===== src/rtl/uart_rx_pkg.sv =====
package uart_rx_pkg;

  localparam int RX_DW = 8;

  typedef enum logic [2:0] {
    RS_IDLE,
    RS_START,
    RS_DATA,
    RS_PAR,
    RS_STOP
  } rx_state_e;

  typedef struct packed {
    logic [RX_DW-1:0] data;
    logic             fe;
    logic             dor;
    logic             pe;
  } rx_entry_t;

  // 1 when the received parity bit disagrees with the selected sense
  function automatic logic parity_mismatch(input logic [RX_DW-1:0] d,
                                           input logic pbit,
                                           input logic odd);
    return (^{d, pbit}) ^ odd;
  endfunction

endpackage


===== src/rtl/uart_rx_sampler.sv =====
module uart_rx_sampler
  import uart_rx_pkg::*;
#(
  parameter int OSR = 16
) (
  input  logic      clk,
  input  logic      rst_n,
  input  logic      en,
  input  logic      rxd,
  input  logic      par_en,
  input  logic      par_odd,
  output logic      start_ok,
  output logic      done,
  output rx_entry_t frame
);
  localparam int CW   = $clog2(OSR);
  localparam int HALF = OSR / 2;
  localparam int BW   = $clog2(RX_DW);

  rx_state_e        st;
  logic [CW-1:0]    cnt;
  logic [BW-1:0]    bitn;
  logic [RX_DW-1:0] shreg;
  logic             pbit;
  logic             at_half, at_end;

  assign at_half  = (cnt == CW'(HALF - 1));
  assign at_end   = (cnt == CW'(OSR - 1));
  assign start_ok = (st == RS_START) && at_half && !rxd;
  assign done     = (st == RS_STOP) && at_end;

  always_comb begin
    frame.data = shreg;
    frame.fe   = !rxd;
    frame.dor  = 1'b0;
    frame.pe   = par_en && parity_mismatch(shreg, pbit, par_odd);
  end

  always_ff @(posedge clk or negedge rst_n) begin
    if (!rst_n) begin
      st    <= RS_IDLE;
      cnt   <= '0;
      bitn  <= '0;
      shreg <= '0;
      pbit  <= 1'b0;
    end else if (!en) begin
      st  <= RS_IDLE;
      cnt <= '0;
    end else begin
      unique case (st)
        RS_IDLE: begin
          cnt <= '0;
          if (!rxd) st <= RS_START;
        end
        RS_START: begin
          if (at_half) begin
            cnt  <= '0;
            bitn <= '0;
            st   <= rxd ? RS_IDLE : RS_DATA;
          end else cnt <= cnt + CW'(1);
        end
        RS_DATA: begin
          if (at_end) begin
            cnt   <= '0;
            shreg <= {rxd, shreg[RX_DW-1:1]};
            if (bitn == BW'(RX_DW - 1)) st <= par_en ? RS_PAR : RS_STOP;
            else bitn <= bitn + BW'(1);
          end else cnt <= cnt + CW'(1);
        end
        RS_PAR: begin
          if (at_end) begin
            cnt  <= '0;
            pbit <= rxd;
            st   <= RS_STOP;
          end else cnt <= cnt + CW'(1);
        end
        RS_STOP: begin
          if (at_end) begin
            cnt <= '0;
            st  <= RS_IDLE;
          end else cnt <= cnt + CW'(1);
        end
        default: st <= RS_IDLE;
      endcase
    end
  end
endmodule


===== src/rtl/uart_rx_fifo.sv =====
module uart_rx_fifo
  import uart_rx_pkg::*;
#(
  parameter int DEPTH = 2
) (
  input  logic                        clk,
  input  logic                        rst_n,
  input  logic                        flush,
  input  logic                        push,
  input  rx_entry_t                   din,
  input  logic                        pop,
  output rx_entry_t                   dout,
  output logic [$clog2(DEPTH+1)-1:0]  level,
  output logic                        full
);
  localparam int PW = (DEPTH > 1) ? $clog2(DEPTH) : 1;
  localparam int LW = $clog2(DEPTH + 1);

  rx_entry_t     mem [DEPTH];
  logic [PW-1:0] wr, rd;

  function automatic logic [PW-1:0] step(input logic [PW-1:0] p);
    return (p == PW'(DEPTH - 1)) ? '0 : p + PW'(1);
  endfunction

  assign dout = mem[rd];
  assign full = (level == LW'(DEPTH));

  always_ff @(posedge clk or negedge rst_n) begin
    if (!rst_n) begin
      wr <= '0; rd <= '0; level <= '0;
    end else if (flush) begin
      wr <= '0; rd <= '0; level <= '0;
    end else begin
      if (push) wr <= step(wr);
      if (pop)  rd <= step(rd);
      case ({push, pop})
        2'b10:   level <= level + LW'(1);
        2'b01:   level <= level - LW'(1);
        default: level <= level;
      endcase
    end
  end

  always_ff @(posedge clk) begin
    if (push && !flush) mem[wr] <= din;
  end
endmodule


===== src/rtl/uart_rx_buffer.sv =====
module uart_rx_buffer
  import uart_rx_pkg::*;
#(
  parameter int OSR   = 16,
  parameter int DEPTH = 2
) (
  input  logic             clk,
  input  logic             rst_n,
  input  logic             rx_en,
  input  logic             par_en,
  input  logic             par_odd,
  input  logic             irq_en,
  input  logic             rxd,
  input  logic             data_rd,
  input  logic             stat_wr,
  input  logic [2:0]       stat_wdata,
  output logic [RX_DW-1:0] rx_data,
  output logic             stat_fe,
  output logic             stat_dor,
  output logic             stat_pe,
  output logic             rxc,
  output logic             irq
);
  localparam int LVL_W = $clog2(DEPTH + 1);

  logic             start_ok, done;
  rx_entry_t        frame, hold_q, head, push_entry;
  logic             hold_v, dor_pend, doomed;
  logic             fifo_full, pop, xfer, lose;
  logic [LVL_W-1:0] fifo_level;
  logic             unused_stat_wr;

  // status writes are accepted on the bus but reach no flag
  assign unused_stat_wr = ^{stat_wr, stat_wdata};

  uart_rx_sampler #(.OSR(OSR)) u_samp (
    .clk(clk), .rst_n(rst_n), .en(rx_en), .rxd(rxd),
    .par_en(par_en), .par_odd(par_odd),
    .start_ok(start_ok), .done(done), .frame(frame)
  );

  assign pop  = data_rd && rxc;
  assign xfer = hold_v && (!fifo_full || pop);
  assign lose = start_ok && hold_v && fifo_full && !pop;

  always_comb begin
    push_entry     = hold_q;
    push_entry.dor = dor_pend | hold_q.dor;
  end

  uart_rx_fifo #(.DEPTH(DEPTH)) u_fifo (
    .clk(clk), .rst_n(rst_n), .flush(!rx_en),
    .push(xfer), .din(push_entry), .pop(pop),
    .dout(head), .level(fifo_level), .full(fifo_full)
  );

  always_ff @(posedge clk or negedge rst_n) begin
    if (!rst_n) begin
      hold_q <= '0; hold_v <= 1'b0; dor_pend <= 1'b0; doomed <= 1'b0;
    end else if (!rx_en) begin
      hold_v <= 1'b0; dor_pend <= 1'b0; doomed <= 1'b0;
    end else begin
      if (start_ok)  doomed <= lose;
      else if (done) doomed <= 1'b0;
      if (lose)      dor_pend <= 1'b1;
      else if (xfer) dor_pend <= 1'b0;
      if (done && !doomed) begin
        hold_q <= frame;
        hold_v <= 1'b1;
      end else if (xfer) hold_v <= 1'b0;
    end
  end

  assign rxc      = (fifo_level != '0);
  assign irq      = rxc && irq_en;
  assign rx_data  = rxc ? head.data : '0;
  assign stat_fe  = rxc && head.fe;
  assign stat_dor = rxc && head.dor;
  assign stat_pe  = rxc && head.pe;
endmodule


===== config.mk =====
export PLATFORM = sky130hd
export DESIGN_NAME = uart_rx_buffer
export DESIGN_NICKNAME = d
export VERILOG_FILES = /design/src/rtl/uart_rx_pkg.sv /design/src/rtl/uart_rx_sampler.sv /design/src/rtl/uart_rx_fifo.sv /design/src/rtl/uart_rx_buffer.sv
export SDC_FILE = /design/constraint.sdc
export NUM_CORES = 1
export LEC_CHECK = 0
export BUFFER_PORTS_ARGS = -buffer_cell sky130_fd_sc_hd__buf_2
export CORE_MARGIN = 2
export CORE_UTILIZATION = 35
export CTS_CLUSTER_DIAMETER = 100
export DETAILED_ROUTE_END_ITERATION = 10
export PLACE_DENSITY = 0.53
export SETUP_SLACK_MARGIN = 0.1
export SLEW_MARGIN = 5
export SYNTH_ARGS = -nofsm -noshare
export SYNTH_HDL_FRONTEND = slang
export SYNTH_SLANG_ARGS = --single-unit

===== constraint.sdc =====
create_clock -name clk -period 2.81 [get_ports clk]
set_input_delay 0.1405 -clock clk [delete_from_list [all_inputs] [get_ports clk]]
set_output_delay 0.1405 -clock clk [all_outputs]
set_load 0.05 [all_outputs]

== After elaboration in Yosys (flattened, before gate mapping) ==
Memories as Yosys holds them, arrays and structs flattened.
Index checks and enable logic that the tools add are counted.
Storage, ports and cells
  register bits: 36
  RAM bits: 22
  input bits: 12
  output and inout port bits: 13
  logic and storage cells: 115
  memories kept: 1
Memory list
  u_fifo.mem: depth 2, bits a word 11, read ports 1, clocked after Yosys merged registers in 0, wr ports 1, RTL line uart_rx_fifo.sv:19  | rx_entry_t mem [DEPTH];
Cells by class
  add/sub/neg operators: 6
  eq/ne operators: 26
  muxes and demuxes: 37
  bitwise gates (word level): 1
  reduce and logical (&&, ||, !) cells: 30
Operator list (count)
  $mux 3: 11
  $mux 1: 16
  $logic_and 1x1->1: 15
  $ne 3x2->1 const B: 5
  $pmux 3 s5: 1
  $mux 4: 3
  $ne 3x1->1 const B: 4
  $pmux 4 s3: 1
  $reduce_xor 9->1: 1
  $mux 8: 1
  $ne 2x1->1 const B: 4
  $eq 3x2->1 const B: 2
  $eq 3x3->1 const B: 2
  $pmux 3 s2: 1
  $reduce_and 3->1: 2
  $reduce_and 6->1: 1
  $reduce_and 5->1: 1
  $add 4x1->4 const B: 1
  $eq 2x2->1 const B: 2
  $eq 4x3->1 const B: 1
  $eq 4x4->1 const B: 1
  $logic_not 1->1: 4
  $mux 2: 2
  $ne 4x2->1 const B: 1
  other kinds (15): 17

== Logic depth before layout (Yosys ltp) ==
  depth in word-level cells: 8
  mapped depth: 8
  mapped depth without buffers: 7

== By module ==
Synthesis repeated with hierarchy kept, for this count alone.
Unflattened totals
  cell total of the unflattened synthesis: 208
  area total of the unflattened synthesis: 2813.9 um^2
By module, submodules not included
  uart_rx_sampler: times used 1, cells each 99, area each 1097.3 um^2, sequential area each 475.5 um^2
  uart_rx_fifo: times used 1, cells each 54, area each 1007.2 um^2, sequential area each 760.7 um^2
  uart_rx_buffer: times used 1, cells each 55, area each 709.4 um^2, sequential area each 350.3 um^2

== Worst setup path after synthesis ==
OpenSTA, ideal clock, no wires.
  path type: reg2reg
  start point: register u_samp.cnt[0]
  end point: register hold_q[3] in the netlist's numbering
  library setup time: 0.125 ns
  arrival: 2.070 ns
  data required time: 2.685 ns
  path slack: 0.615 ns
  stages on the path, launching flop included: 8
  buffers on the path: 2
  clock period less this slack: 2.195 ns
  cells stage by stage: dfrtp_1 ha_1 nand3_2 or4b_4 or3b_1 buf_6 buf_8 mux2_4
Between the ends
  cells in the longest elaborated chain, start to end: 4
Ends and longest elaborated chain
  from (decl): RTL line uart_rx_sampler.sv:21  | logic [CW-1:0] cnt;
  from (signal assigned): RTL line uart_rx_sampler.sv:60  | end else cnt <= cnt + CW'(1);
  from (signal assigned): RTL line uart_rx_sampler.sv:68  | end else cnt <= cnt + CW'(1);
  from (signal assigned): RTL line uart_rx_sampler.sv:75  | end else cnt <= cnt + CW'(1);
  $eq 4x4->1: RTL line uart_rx_sampler.sv:28  | assign at_end = (cnt == CW'(OSR - 1));
  $logic_and 1x1->1: RTL line uart_rx_sampler.sv:30  | assign done = (st == RS_STOP) && at_end;
  $logic_and 1x1->1: RTL line uart_rx_buffer.sv:67  | if (done && !doomed) begin
  $reduce_and 2->1 (no line)
  to (signal assigned): RTL line uart_rx_buffer.sv:68  | hold_q <= frame;
  to (decl): RTL line uart_rx_buffer.sv:27  | rx_entry_t frame, hold_q, head, push_entry;
No other way between the ends.
A chain may end at the register's enable or synchronous reset.

== Final worst setup path ==
Same ends and word-level chain as after synthesis.

==> impl_metrics.toml <==
[status]
status = "finished, final reports clean"

[power_and_ir_drop]
power_density_mw_per_mm2 = 611.4
p_seq_frac = 0.495
peakVddDrop_v = 0.0002601
clkPwrFrac = 0.431
swShare = 0.2273
power.total_uw = 1868
p_comb_frac = 0.075
p_int_uw = 1444
power_leakage_uw = 0.001333
switchingPower_uw = 424.6

[worst_setup_path]
required_ns = 3.02
critPathBufInv = 0
crit_path_end_kind = "register"
crit_slowest_cell = "or3b_1"
cp.depth = 5
ff2ff_setup_slack_ns = 0.46
crit_path_start_kind = "register"
rr_worst_depth = 5
arrival_ns = 2.56
crit_type = "register to register"
cpLargestDelayFamily = "simple AND/OR/NAND/NOR gates"
path_max_fanout = 13
max_stage_delay_ns = 0.60
cp_cell_sequence = "ha_1 -> nand3_2 -> or4b_4 -> or3b_1 -> mux2_4"

[synth]
synth_most_common_cell = "dfrtp_1"
seq_area_frac_synth = 0.5917
synthCells = 209
ys_warn_count = 0
synth-edff-count = 22
synth_area_leaders = "dfrtp_1 34%, edfxtp_1 25%, mux2_2 5.5%"
yosys.area_share.simple = 0.1290
async_flop_share = 0.6207
syn-cell-area_mm2 = 0.002639
synth-xor-area-share = 0.03983
synth_fa_ha_area_frac = 0.01422
synth_common_cells = "36 x dfrtp_1, 22 x edfxtp_1, 21 x nor2_1, 13 x mux2_2, 13 x mux2i_1"
synthFlopType = "dfrtp_1"
synth_top_family_by_area = "multiplexers"
synth_top_area_frac = 0.3414
syn_nets = 224
synth_cell_types = 39
avgSynthCellArea_um2 = 12.63
synth-compound-area-share = 0.06496
ys_seq_elements = 58
yosys.area.top_type = "dfrtp_1"
synth_mux_area_frac = 0.1332

[worst_hold_path]
hold_depth = 2
hp-class = "primary input to register"

[die]
die_h_um = 90.83
row_count = 31
pin_count = 25
die-area_mm2 = 0.008250
core-area_mm2 = 0.007292
die_w_um = 90.83
initial_core_util = 0.3619

[global_route]
grtUsageMet3 = 0.02838
grt_usage = 0.1131
grt_pass1_wl_um = 7238
grtUsageMet2 = 0.1828
grt_busiest_layer = "met2"
grt_pass1_vias = 1517
grt_antenna_before_repair = 0
grtUsageMet1 = 0.1343
grt_max_degree = 37
overflow = 0

[drt]
drtIter0Drc = 49
wl_per_cell_um = 12.42
ant_nets = 0
routed_via_density = 4.758
drt_first_pass_iters = 4
drt-total-wl_um = 4212
drcViolationCount = 0
via_count = 1613

[sta]
clock_skew_ns = 0.004922
setup_tns_ns = 0
hold_viol_final = 0
max_slew_margin = 0.4557
layout_min_cycle_time_ns = 2.351
finalSetupViolCount = 0
slew_violations = 0
rsz0062_at_grt = "no"
finalCritPeriodShare = 0.8366
whs_ns = 0.1574
max_freq_mhz = 425.4
tightest_slew_ns = 0.8165

[cts]
clk_pin_slew_ns = 0.06
h-tree-depth = 3
clock_latency_ns = 0.32
cts_tree = "built"
root_buffer = "clkbuf_8"
clk_path_buf_depth = 2
clkSinkCount = 58
cts_buffers = 9
cts_resized = 0

[placement]
hpwl_um = 2808
globalplace.congestion = 0.7623
portBuffers = 20
placed_area_mm2 = 0.002836

[final_layout]
fin_area_mm2 = 0.003055
layout-drive-gt1-share = 0.2417
antennaDiodeCount = 0
fillCellCount = 715
utilization = 0.4190
area_growth_pct = 15.79
layout.nets = 250

[flow_run]
drv_cap = 0
## worst paths after layout
path,from,to
max in group asynchronous,rst_n,u_samp.shreg[1]$_DFFE_PN0P_
max,u_samp.cnt[0]$_DFFE_PN0P_,hold_q[3]$_DFFE_PN0P_
min,rxd,hold_q[2]$_DFFE_PN0P_
max reg2reg,u_samp.cnt[0]$_DFFE_PN0P_,hold_q[3]$_DFFE_PN0P_
min in group asynchronous,rst_n,u_samp.cnt[0]$_DFFE_PN0P_
min reg2reg,hold_q[10]$_DFFE_PN0P_,u_fifo.mem[1][10]$_DFFE_PP_
## cells in the final DEF (no fill, tap or decap), drive strengths merged, types with 3 or more instances in the layout
| cell | netlist | final |
|---|---|---|
| nor3b | 3 | 3 |
| xnor2 | 12 | 12 |
| buf | 4 | 24 |
| mux2 | 18 | 18 |
| or3 | 3 | 3 |
| mux2i | 13 | 13 |
| nand3 | 5 | 5 |
| clkbuf | 6 | 10 |
| nor2 | 21 | 21 |
| o21ai | 8 | 8 |
| nand2 | 12 | 12 |
| dfrtp | 36 | 36 |
| inv | 4 | 4 |
| a21oi | 5 | 5 |
| ha | 3 | 3 |
| a21boi | 4 | 4 |
| clkinv | 0 | 3 |
| nor2b | 6 | 6 |
| edfxtp | 22 | 22 |
| and2 | 3 | 3 |
## flip-flops by register name (all words and copies together) (netlist names)
name	flops
u_samp.bitn	3
u_samp.shreg	8
u_fifo.wr	1
u_fifo.mem	22
u_samp.pbit	1
u_fifo.rd	1
u_fifo.level	2
u_samp.cnt	4
dor_pend	1
doomed	1
hold_v	1
u_samp.st	3
hold_q	10
## routing by layer
metal  vias to the layer above  share of wire
met1                       780           0.46
li1                        801              -
met4                         0          0.024
met5                         -              0
met3                         9          0.031
met2                        23           0.48
## power by group through the flow
| stage | registers [uW] | clock network, uW | logic, uW |
|---|---|---|---|
| 6_report | 924 | 804 | 140 |
| 3_5_place_dp | 940 | 0 | 140 |
| 5_1_grt | 928 | 861 | 162 |
| 4_1_cts | 923 | 832 | 143 |
| 2_1_floorplan | 921 | 0 | 117 |
| 3_3_place_gp | 941 | 0 | 140 |
## stage by stage
step | setup slack [ns] | cells
final | 0.4593 | 339
after global routing | 0.3646 | 339
after CTS | 0.4373 | 339
after detailed placement | 0.4553 | 322
after global placement | 0.4631 | 322
after floorplan | 0.6150 | 209
## cell families after synthesis
group / Yosys count
simple gates: 65
flops: 58
buf+inv: 14
xor+xnor: 12
mux: 31
compound gates: 26
fa+ha+maj: 3
## area by class of cell
class / instances / area, um2 / share of cell area
sequential: 58 / 1562 / 0.5111
tap: 99 / 123.9 / 0.04054
multi-input combinational: 137 / 1006 / 0.3292
timing repair buffer: 25 / 140.1 / 0.04586
inverter: 4 / 15.01 / 0.004914
clock buffer: 10 / 127.6 / 0.04177
clock inverter: 6 / 81.33 / 0.02662
## what timing repair did
action | 4_1_cts | 5_1_grt
buffers inserted | 0 | 0
hold buffers | 1 | 0
hold endpoints to repair | 36 | 0
(Power assumes the default switching activity.)
